==> src/rtl/bac_pkg.sv <==
// Package: shared operation type for the burst address capture unit.
package bac_pkg;
    // Operation that selects which capture path is active.
    typedef enum logic [1:0] {
        OP_IDLE    = 2'd0,
        OP_WRITE   = 2'd1,
        OP_ASYNC_RD = 2'd2,
        OP_SYNC_RD = 2'd3
    } bac_op_e;
endpackage

==> src/rtl/bac_edge_sampler.sv <==
// Samples a vector of slow control signals in the system clock domain.
// Each bit's previous sample is exposed so the caller can detect edges.
// Assumes: inputs are already synchronous to clk_i. After reset the
// previous samples are not trusted until valid_o rises (one cycle).
module bac_edge_sampler #(
    parameter int               W         = 2,
    parameter logic [W-1:0]     RESET_VAL = '0
) (
    input  logic         clk_i,
    input  logic         rst_ni,
    input  logic [W-1:0] sig_i,
    output logic [W-1:0] prev_o,
    output logic         valid_o
);
    generate
        for (genvar i = 0; i < W; i++) begin : g_bit
            // Holds last cycle's sample of bit i.
            always_ff @(posedge clk_i) begin
                if (!rst_ni) prev_o[i] <= RESET_VAL[i];
                else         prev_o[i] <= sig_i[i];
            end
        end
    endgenerate

    // Marks that prev_o holds a post-reset sample.
    always_ff @(posedge clk_i) begin
        if (!rst_ni) valid_o <= 1'b0;
        else         valid_o <= 1'b1;
    end
endmodule

==> src/rtl/bac_op_decode.sv <==
// Decodes chip enable, write enable and mode bit into the operation.
// Assumes: active-low enables; a write overrides the read mode bit.
module bac_op_decode
    import bac_pkg::*;
(
    input  logic    ce_ni,
    input  logic    we_ni,
    input  logic    sync_mode_i,
    output bac_op_e op_o
);
    // Priority: chip disabled, then write, then read mode.
    always_comb begin
        if (ce_ni)            op_o = OP_IDLE;
        else if (!we_ni)      op_o = OP_WRITE;
        else if (sync_mode_i) op_o = OP_SYNC_RD;
        else                  op_o = OP_ASYNC_RD;
    end
endmodule

==> src/rtl/bac_capture_reg.sv <==
// Captured-address register with per-operation load selection.
// Level path: transparent while latch enable low, load on its rise.
// Edge path: load on the selected memory clock edge while latch low.
// Assumes: edge strobes are single-cycle and already qualified.
module bac_capture_reg
    import bac_pkg::*;
#(
    parameter int ADDR_W = 16
) (
    input  logic              clk_i,
    input  logic              rst_ni,
    input  bac_op_e           op_i,
    input  logic              le_low_i,
    input  logic              le_rise_i,
    input  logic              mclk_edge_i,
    input  logic [ADDR_W-1:0] addr_i,
    output logic [ADDR_W-1:0] addr_o
);
    logic load;

    // Chooses the active capture path from the operation.
    always_comb begin
        unique case (op_i)
            OP_WRITE,
            OP_ASYNC_RD: load = le_low_i | le_rise_i;
            OP_SYNC_RD:  load = le_low_i & mclk_edge_i;
            default:     load = 1'b0;
        endcase
    end

    // Holds the captured address; zero on reset.
    always_ff @(posedge clk_i) begin
        if (!rst_ni)   addr_o <= '0;
        else if (load) addr_o <= addr_i;
    end
endmodule

==> src/rtl/burst_addr_capture.sv <==
// Top of the address capture unit. Samples latch enable and the memory
// clock, forms edge strobes, decodes the operation and drives the
// captured-address register.
// Assumes: all inputs synchronous to clk_i; latch enable is held high
// during power-up and reset.
module burst_addr_capture
    import bac_pkg::*;
#(
    parameter int ADDR_W = 16
) (
    input  logic              clk_i,
    input  logic              rst_ni,
    input  logic [ADDR_W-1:0] addr_i,
    input  logic              le_ni,
    input  logic              mclk_i,
    input  logic              ce_ni,
    input  logic              we_ni,
    input  logic              sync_mode_i,
    input  logic              edge_sel_i,
    output logic [ADDR_W-1:0] addr_o
);
    localparam int              NUM_SMP  = 2;
    localparam int              IDX_LE   = 0;
    localparam int              IDX_MCLK = 1;
    localparam logic [NUM_SMP-1:0] SMP_RST = 2'b01; // latch high, clock low

    logic [NUM_SMP-1:0] smp_now;
    logic [NUM_SMP-1:0] smp_prev;
    logic               smp_valid;
    logic               le_rise;
    logic               mclk_edge;
    bac_op_e            op;

    assign smp_now[IDX_LE]   = le_ni;
    assign smp_now[IDX_MCLK] = mclk_i;

    bac_edge_sampler #(
        .W         (NUM_SMP),
        .RESET_VAL (SMP_RST)
    ) u_sampler (
        .clk_i   (clk_i),
        .rst_ni  (rst_ni),
        .sig_i   (smp_now),
        .prev_o  (smp_prev),
        .valid_o (smp_valid)
    );

    // Forms qualified latch-rise and selected memory-clock-edge strobes.
    always_comb begin
        le_rise = smp_valid & le_ni & ~smp_prev[IDX_LE];
        if (edge_sel_i) mclk_edge = smp_valid & ~mclk_i & smp_prev[IDX_MCLK];
        else            mclk_edge = smp_valid & mclk_i & ~smp_prev[IDX_MCLK];
    end

    bac_op_decode u_decode (
        .ce_ni       (ce_ni),
        .we_ni       (we_ni),
        .sync_mode_i (sync_mode_i),
        .op_o        (op)
    );

    bac_capture_reg #(
        .ADDR_W (ADDR_W)
    ) u_capture (
        .clk_i       (clk_i),
        .rst_ni      (rst_ni),
        .op_i        (op),
        .le_low_i    (~le_ni),
        .le_rise_i   (le_rise),
        .mclk_edge_i (mclk_edge),
        .addr_i      (addr_i),
        .addr_o      (addr_o)
    );
endmodule

==> config.mk <==
export PLATFORM = sky130hd
export DESIGN_NAME = burst_addr_capture
export DESIGN_NICKNAME = d
export VERILOG_FILES = /design/src/rtl/bac_pkg.sv /design/src/rtl/bac_edge_sampler.sv /design/src/rtl/bac_op_decode.sv /design/src/rtl/bac_capture_reg.sv /design/src/rtl/burst_addr_capture.sv
export SDC_FILE = /design/constraint.sdc
export NUM_CORES = 1
export LEC_CHECK = 0
export BUFFER_PORTS_ARGS = -buffer_cell sky130_fd_sc_hd__buf_2
export CAP_MARGIN = 15
export CORE_ASPECT_RATIO = 1.5
export CORE_MARGIN = 4
export CORE_UTILIZATION = 40
export DETAILED_ROUTE_END_ITERATION = 16
export GPL_ROUTABILITY_DRIVEN = 1
export GPL_TIMING_DRIVEN = 1
export PLACE_DENSITY = 0.73
export SLEW_MARGIN = 30
export SYNTH_ARGS = -nofsm -noshare
export SYNTH_HDL_FRONTEND = slang
export SYNTH_HIERARCHICAL = 1
export SYNTH_SLANG_ARGS = --single-unit
==> constraint.sdc <==
create_clock -name clk_i -period 1.44 [get_ports clk_i]
set_input_delay 0.144 -clock clk_i [delete_from_list [all_inputs] [get_ports clk_i]]
set_output_delay 0.144 -clock clk_i [all_outputs]
set_load 0.01 [all_outputs]
==> run metrics, run 1 <==
CP max-delay cell dfxtp_2; worst r2r dst u_capture/addr_o[3]; Layout Nets 158; die area 2880 sq um; syn_area_per_cell 9.41 sq um; Filler cells 184; worst r2r src u_sampler/prev_o[1]; antenna diode count 0; layout cell share with drive strength beyond 1 42.0%; worst path cell trace nand4b_1 -> o31ai_4 -> nand3_2 -> a21oi_4 -> clkbuf_16 -> mux2i_1; drc violations 0; routed len/inst 11.0 um; Initial Util 43.6%; Hold Violations, Final 0; Yosys top cell by area dfxtp_1; CTS max path bufs 2; Critical Path Start Type register; status complete, no violations; CTS Buf Count 3; Final setup viols 0; GP Congestion 0.710; most frequent cells in the layout 39 x buf_2, 32 x nand2_1, 17 x dfxtp_1; RSZ-0062 raised after global routing yes; Reg clk slew, reported paths 0.10 ns; Setup crit end u_capture/addr_o[3]; skew final 0.00559 ns; vias in the first global route 728; DR iter-0 viols 2; synthesized instance count 88; initial antenna violation count 0; final wirelength 1670 um; Worst Reg-to-Reg Cells 6; die width 45.2 um; Yosys top cell area share 45.9%; Root Driver clkbuf_4; DR pass1 iterations 4; CTS tree done; sequential fraction of the synthesis area 45.9%; fmax 734 MHz; number of port buffers 39; CP Class reg -> reg; hold slack 0.0554 ns; Vias 709; pwr/cell area 898 nW/um^2; min-delay worst type in -> reg; vias per inst 4.66; clock sink count 19; H-tree depth 1; Synth cell types 17; top post-synthesis cells by area dfxtp_1 46%, mux2i_1 19%, nand2_1 15%, ha_1 3.0%, buf_12 2.4%; Final period util 94.6%; Worst Path Required 1.67 ns; worst vdd ir 0.562 mV; reg2reg setup slack 0.08 ns; static leakage 0.533 nW; max cap viols 0; Post-DRT Antenna Nets 0; Area Overhead vs Synth 35.2%; row cnt 19; Slew HR 64.8%; largest net degree at the start of global routing 36; Core Box Area 1900 sq um; height of the die 63.7 um; first-pass GRT wire length 2950 um; crit-path max cell delay 0.36 ns; synth warn 6; dpl hpwl 1290 um; crit path time final 1.36 ns; clk_lat worst skew 0.29 ns; synthesized area 828 sq um; flops & latches, synth 19; Boundary Pins 40; GRT Total Usage 13.3%; Synthesized Nets 114; Slew Viols, Final 0; Tightest Pin Transition 0.527 ns; Worst EP arrival 1.59 ns; Final Util 58.9%; global route overflow 0; commonest non-fill, non-tap cell in the layout buf_2; crit path launch u_sampler/prev_o[1]; crit path max fanout 6; Worst setup EP type register
==> cell usage after synthesis (all sizes together) <==
cell	count
mux2i	16
nand2b	1
nand4b	1
nor3b	1
a21oi	2
nand2	33
o21ai	1
dfxtp	19
clkbuf	3
and2	1
buf	1
inv	4
o31ai	1
nor2b	1
ha	2
nand3	1
==> kinds of logic after synthesis <==
kind of cell	after synthesis	synth area share, %
flops	19	45.9
mux	16	19.3
buf+inv	8	5.59
compound gates	4	5.14
fa+ha+maj	2	3.02
simple gates	39	21.0
==> power breakdown <==
group	total, mW	leakage [nW]	internal [mW]	switching (mW)
Clock	0.261	0.0177	0.103	0.157
Sequential	0.566	0.155	0.552	0.0133
Combinational	0.179	0.359	0.0937	0.0850
==> worst min path at each step <==
stage | startpoint | endpoint | slack (ns) | cells after the start
2_1_floorplan | rst_ni | u_sampler/valid_o | 0.17 | 0
3_3_place_gp | le_ni | u_sampler/prev_o[0] | 0.35 | 2
3_5_place_dp | le_ni | u_sampler/prev_o[0] | 0.36 | 2
4_1_cts | le_ni | u_sampler/prev_o[0] | 0.05 | 2
5_1_grt | le_ni | u_sampler/prev_o[0] | 0.05 | 2
6_report | le_ni | u_sampler/prev_o[0] | 0.06 | 2
==> flip-flops by register name, indices dropped and copies added, names as in the netlist <==
name,flops
u_sampler/prev_o,2
u_sampler/valid_o,1
u_capture/addr_o,16
==> layout make-up <==
type	count	area, sq um	area share [%]
clock buffer	3	22.5	2.01
multi-input combinational	61	413	36.9
timing repair buffer	43	255	22.8
tap	21	26.3	2.35
sequential	19	383	34.2
clock inverter	1	5.00	0.447
inverter	4	15.0	1.34
==> through the flow <==
step	TNS (ns)	total power, mW	std cells	setup slack, ns	cell area, sq um
6_report	0	1.01	152	0.0779	1120
5_1_grt	-0.362	1.06	152	-0.0487	1120
4_1_cts	0	1.01	151	0.0456	1080
3_5_place_dp	-0.348	0.746	147	-0.0553	1050
3_3_place_gp	0	0.741	147	0.0235	1050
2_1_floorplan	0	0.675	88	0.0267	828
==> worst max-delay path: cells and delay by family (launching register included) <==
kind,cells,cell delay [ns]
multiplexers,1,0.17
AND/OR/NAND/NOR,2,0.26
flip-flops,1,0.36
buffers and inverters,1,0.19
AO/OA/AOI/OAI,2,0.31
==> layer usage <==
layer,part of all wire (%),track usage [%],up-vias
li1,-,-,370
met1,40,15.5,314
met2,52,21.8,23
met3,6.6,2.25,2
met4,0.96,7.69,0
met5,0,0,-
==> repair_timing <==
item,in CTS,in global routing
endpoints found under the setup margin,0,14
buffers inserted,0,0
hold buffers,0,0
resized for setup,0,4
Power figures use the tool's default switching activity.
==> inputs of run 2 (changes only) <==
--- a/config.mk
+++ b/config.mk
@@ -8,7 +8,6 @@
 export BUFFER_PORTS_ARGS = -buffer_cell sky130_fd_sc_hd__buf_2
 export CAP_MARGIN = 15
 export CORE_ASPECT_RATIO = 1.5
-export CORE_MARGIN = 4
 export CORE_UTILIZATION = 40
 export DETAILED_ROUTE_END_ITERATION = 16
 export GPL_ROUTABILITY_DRIVEN = 1
==> constraint.sdc (replaced) <==
create_clock -name clk_i -period 1.44 [get_ports clk_i]
set_input_delay 0.144 -clock clk_i [delete_from_list [all_inputs] [get_ports clk_i]]
set_output_delay 0.144 -clock clk_i [all_outputs]
set_load 0.005 [all_outputs]
==> run 2 against run 1 <==
Compared with the run above: hold slack worse by 0.0011 ns; critical endpoint is now u_capture/addr_o[7]; largest power group unchanged; first-iteration DRC count increased to 6.0 times the previous value; combinational power decreased by 11%.
==> run metrics, run 2 (same netlist as run 1, synthesis figures left out) <==
Tightest Pin Transition 0.532 ns; first-pass GRT wire length 2530 um; dpl hpwl 1230 um; min-delay worst type in -> reg; Final period util 92.8%; Largest register FFs 16; DR pass1 iterations 4; Reg clk slew, reported paths 0.11 ns; die width 39.2 um; reg2reg setup slack 0.10 ns; Largest Register u_capture/addr_o; leading registers by flop count u_capture/addr_o: 16 flops, u_sampler/prev_o: 2 flops, u_sampler/valid_o: 1 flops; height of the die 57.7 um; post-route insts no fill 151; CTS max path bufs 2; routed len/inst 10.5 um; Slew HR 64.6%; drc violations 0; H-tree depth 1; Logic pwr share 16.2%; Internal 740 uW; Layout Nets 157; Switch Pwr 245 uW; layout cell share with drive strength beyond 1 40.0%; crit path max fanout 12; Worst setup EP type register; Seq pwr share 57.4%; Worst EP arrival 1.56 ns; Final setup viols 0; Core Box Area 1880 sq um; Place WS -0.0207 ns; crit-path max cell delay 0.35 ns; worst r2r dst u_capture/addr_o[7]; Hold Buf Count CTS 0; most frequent cells in the layout 39 x buf_2, 33 x nand2_1, 18 x dfxtp_1; Final Worst Setup Slack 0.103 ns; switch share 24.9%; number of port buffers 39; Slew Viols, Final 0; CP max-delay cell dfxtp_2; worst path cell trace nand2_1 -> o31ai_2 -> nand3_2 -> a21oi_4 -> buf_12 -> mux2i_1; Worst Reg-to-Reg Cells 6; Placed Instances 147; antenna diode count 0; CTS tree done; pwr/cell area 910 nW/um^2; clock sink count 19; DR iter-0 viols 12; setup bufs post-CTS 0; Boundary Pins 40; Root Driver clkbuf_4; power consumption 985 uW; Vias 708; worst vdd ir 0.762 mV; clk_lat worst skew 0.29 ns; GP Congestion 0.636; hold depth 2; Initial Util 44.1%; Filler cells 179; static leakage 0.520 nW; skew final 0.000889 ns; final wirelength 1590 um; max cap viols 0; commonest non-fill, non-tap cell in the layout buf_2; GRT Total Usage 15.3%; Hold Crit Start le_ni; crit path time final 1.34 ns; fmax 748 MHz; status complete, no violations; vias per inst 4.69; clock power share 26.4%; Worst Path Required 1.66 ns; Critical Path Start Type register; RSZ-0062 raised after global routing no; CP Class reg -> reg; Hold EP u_sampler/prev_o[0]; largest net degree at the start of global routing 36; worst r2r src u_sampler/valid_o; Hold Violations, Final 0; vias in the first global route 679; row cnt 19; initial antenna violation count 0; Area Overhead vs Synth 30.7%; crit path launch u_sampler/valid_o; global route overflow 0; Post-DRT Antenna Nets 0; die area 2260 sq um; CTS Buf Count 3
==> run 2: changes by cell type in the layout (fill, tap and decap cells not counted) <==
cell,before,now
dfxtp_1,17,18
dfxtp_2,2,1
nand2_1,32,33
o31ai_4,1,0
clkbuf_16,1,0
o31ai_2,0,1
nand2_2,1,0
==> run 2: how the worst max path moves through the flow <==
stage | endpoint | slack, ns | cells past startpoint
2_1_floorplan | u_capture/addr_o[0] | 0.03 | 8
3_3_place_gp | u_capture/addr_o[2] | 0.03 | 8
3_5_place_dp | u_capture/addr_o[7] | -0.02 | 9
4_1_cts | u_capture/addr_o[7] | 0.06 | 6
5_1_grt | u_capture/addr_o[6] | 0.004 | 6
6_report | u_capture/addr_o[7] | 0.10 | 6
==> run 2: per-stage QoR <==
stage          setup TNS (ns)  hold slack (ns)  instance area (sq um)  utilization (%)
3_3_place_gp                0            0.352                   1050             56.1
6_report                    0           0.0543                   1080             57.6
3_5_place_dp          -0.0459            0.357                   1050             56.1
2_1_floorplan               0            0.172                    828                -
4_1_cts                     0           0.0593                   1080             57.6
5_1_grt                     0           0.0527                   1080             57.6
==> run 2: power groups by stage <==
stage / Sequential (mW) / Clock [mW] / Combinational, mW
floorplan: 0.578 / 0 / 0.0880
global placement: 0.576 / 0 / 0.155
detailed placement: 0.576 / 0 / 0.162
CTS: 0.565 / 0.264 / 0.162
global route: 0.569 / 0.301 / 0.176
finish: 0.565 / 0.260 / 0.160
==> run 2: critical path, delay by kind of cell, from the launching register on <==
family | cells | cell delay (ns)
muxes | 1 | 0.19
and+or+nand+nor | 2 | 0.18
AOI/OAI and AO/OA | 2 | 0.38
buffers and inverters | 1 | 0.17
DFF | 1 | 0.35
==> run 2: routing by layer <==
metal  vias to the layer above  wire, um  track usage (%)
li1                        365         -                -
met1                       321       670             16.9
met2                        20       838             27.9
met3                         2        72             2.30
met4                         0        10             5.91
met5                         -         0                0
==> run 2: cell type report <==
type	instances	area, sq um	share of cell area, %
Clock buffer	3	22.5	2.08
Timing Repair Buffer	42	230	21.3
Multi-Input combinational cell	61	402	37.1
Clock inverter	1	5.00	0.462
Sequential cell	19	382	35.3
Tap cell	21	26.3	2.43
Inverter	4	15.0	1.39
==> run 2: what timing repair did <==
item	CTS	global route
endpoints found under the setup margin	0	8
resized for setup	0	1
hold endpoints to repair	0	0
==> inputs of run 3 (changes only) <==
--- a/config.mk
+++ b/config.mk
@@ -9,9 +9,11 @@
 export CAP_MARGIN = 15
 export CORE_ASPECT_RATIO = 1.5
 export CORE_UTILIZATION = 40
+export CTS_CLUSTER_SIZE = 28
 export DETAILED_ROUTE_END_ITERATION = 16
 export GPL_ROUTABILITY_DRIVEN = 1
 export GPL_TIMING_DRIVEN = 1
+export MAX_ROUTING_LAYER = met4
 export PLACE_DENSITY = 0.73
 export SLEW_MARGIN = 30
 export SYNTH_ARGS = -nofsm -noshare
==> run 3 against run 2 <==
Compared with the run above: count of clock-buffer cells in the layout unchanged; highest routed layer unchanged; largest power group unchanged; power about the same; clock power about the same; hold slack about the same; first-iteration DRC count unchanged; largest cell class unchanged; global-route usage increased by 0.43 points; critical path depth unchanged; cell count unchanged; critical endpoint unchanged; clock skew unchanged.
==> run metrics, run 3 (same netlist as run 1, synthesis figures left out) <==
min-delay worst type in -> reg; placed cell areas 1050 sq um; CP Class reg -> reg; Worst setup EP type register; CP max-delay cell dfxtp_2; Worst Path Required 1.66 ns; Critical Path Start Type register; Slew Viols, Final 0; skew final 0.000889 ns; Place WS -0.0207 ns; crit-path max cell delay 0.35 ns; final instance area 1080 sq um; Largest register FFs 16; crit path time final 1.34 ns; CTS Buf Count 3; Final setup viols 0; leading registers by flop count u_capture/addr_o: 16 flops, u_sampler/prev_o: 2 flops, u_sampler/valid_o: 1 flops; CTS tree done; Setup crit end u_capture/addr_o[7]; delay-heaviest family, CP compound AO/OA/AOI/OAI gates; worst r2r dst u_capture/addr_o[7]; hold slack 0.0543 ns; post-route insts no fill 151; Largest Register u_capture/addr_o; crit path max fanout 12; vias per inst 4.69; static leakage 0.520 nW; die width 39.2 um; Worst Path Buf+Inv 1; vias in the first global route 680; Post-DRT Antenna Nets 0; Tightest Pin Transition 0.532 ns; worst vdd ir 0.762 mV; commonest non-fill, non-tap cell in the layout buf_2; initial antenna violation count 0; drc violations 0; DR iter-0 viols 12; global route overflow 0; dpl hpwl 1230 um; reg2reg setup slack 0.10 ns; Hold Violations, Final 0; most frequent cells in the layout 39 x buf_2, 33 x nand2_1, 18 x dfxtp_1; max cap viols 0; Initial Util 44.1%; fmax 748 MHz; largest net degree at the start of global routing 36; first-pass GRT wire length 2530 um; Core Box Area 1880 sq um; worst path cell trace nand2_1 -> o31ai_2 -> nand3_2 -> a21oi_4 -> buf_12 -> mux2i_1; Crit path depth 6; Area Overhead vs Synth 30.7%; die area 2260 sq um; routed len/inst 10.5 um; height of the die 57.7 um; Final period util 92.8%; Final Worst Setup Slack 0.103 ns; pwr/cell area 910 nW/um^2; H-tree depth 1; antenna diode count 0; CTS max path bufs 2; row cnt 19; Placed Instances 147; Worst Reg-to-Reg Cells 6; Worst EP arrival 1.56 ns; number of port buffers 39; Vias 708; crit path launch u_sampler/valid_o; DR pass1 iterations 4; RSZ-0062 raised after global routing no; Slew HR 64.6%; Reg clk slew, reported paths 0.11 ns; Filler cells 179; Layout Nets 157; GP Congestion 0.641; Boundary Pins 40; setup TNS 0 ns; layout cell share with drive strength beyond 1 40.0%; final wirelength 1590 um; Root Driver clkbuf_4; GRT Total Usage 15.8%; worst r2r src u_sampler/valid_o; setup bufs post-CTS 0; clk_lat worst skew 0.29 ns; status complete, no violations; clock sink count 19
[run 3: cell counts in the layout (fill, tap and decap cells not counted)]
Identical to the previous run, type by type.
[run 3: how the worst min path moves through the flow]
stage	start	end	cells after the start
6_report	le_ni	u_sampler/prev_o[0]	2
5_1_grt	mclk_i	u_sampler/prev_o[1]	2
4_1_cts	le_ni	u_sampler/prev_o[0]	2
3_5_place_dp	le_ni	u_sampler/prev_o[0]	2
3_3_place_gp	le_ni	u_sampler/prev_o[0]	2
2_1_floorplan	rst_ni	u_sampler/valid_o	0
[run 3: area by class of cell]
class,count,area (sq um),share of cell area (%)
multi-input cells,61,402,37.1
flip-flops and latches,19,382,35.3
repair buffers,42,230,21.3
well taps,21,26.3,2.43
clock buffers,3,22.5,2.08
inverters,4,15.0,1.39
clock inverters,1,5.00,0.462
[run 3: worst register-to-register path, delay by kind of cell (launching register included)]
| kind | cells | cell delay [ns] |
|---|---|---|
| DFF | 1 | 0.35 |
| and+or+nand+nor | 2 | 0.18 |
| muxes | 1 | 0.20 |
| AOI/OAI and AO/OA | 2 | 0.38 |
| buffers and inverters | 1 | 0.17 |
[run 3: where the power goes]
part           switching, mW  leakage [nW]  internal, mW
Clock                  0.157        0.0177         0.103
Combinational         0.0753         0.347        0.0843
Sequential            0.0130         0.155         0.552
Total                  0.245         0.520         0.740
[run 3: per-stage QoR]
| stage | power [mW] | utilization, % |
|---|---|---|
| after floorplan | 0.666 | - |
| after global placement | 0.731 | 56.1 |
| after detailed placement | 0.738 | 56.1 |
| after CTS | 0.991 | 57.6 |
| after global routing | 1.05 | 57.6 |
| final | 0.985 | 57.6 |
[run 3: routing by layer]
metal,wire length [um],vias up,GRT usage (%)
met2,838,20,27.9
met4,10,0,5.91
met3,72,2,2.30
met1,670,321,16.9
li1,-,365,-
met5,0,-,-
[run 3: repair_timing]
| item | in CTS | in global routing |
|---|---|---|
| setup endpoints to repair | 0 | 8 |
| gates resized for setup | 0 | 1 |
| hold buffers | 0 | 0 |
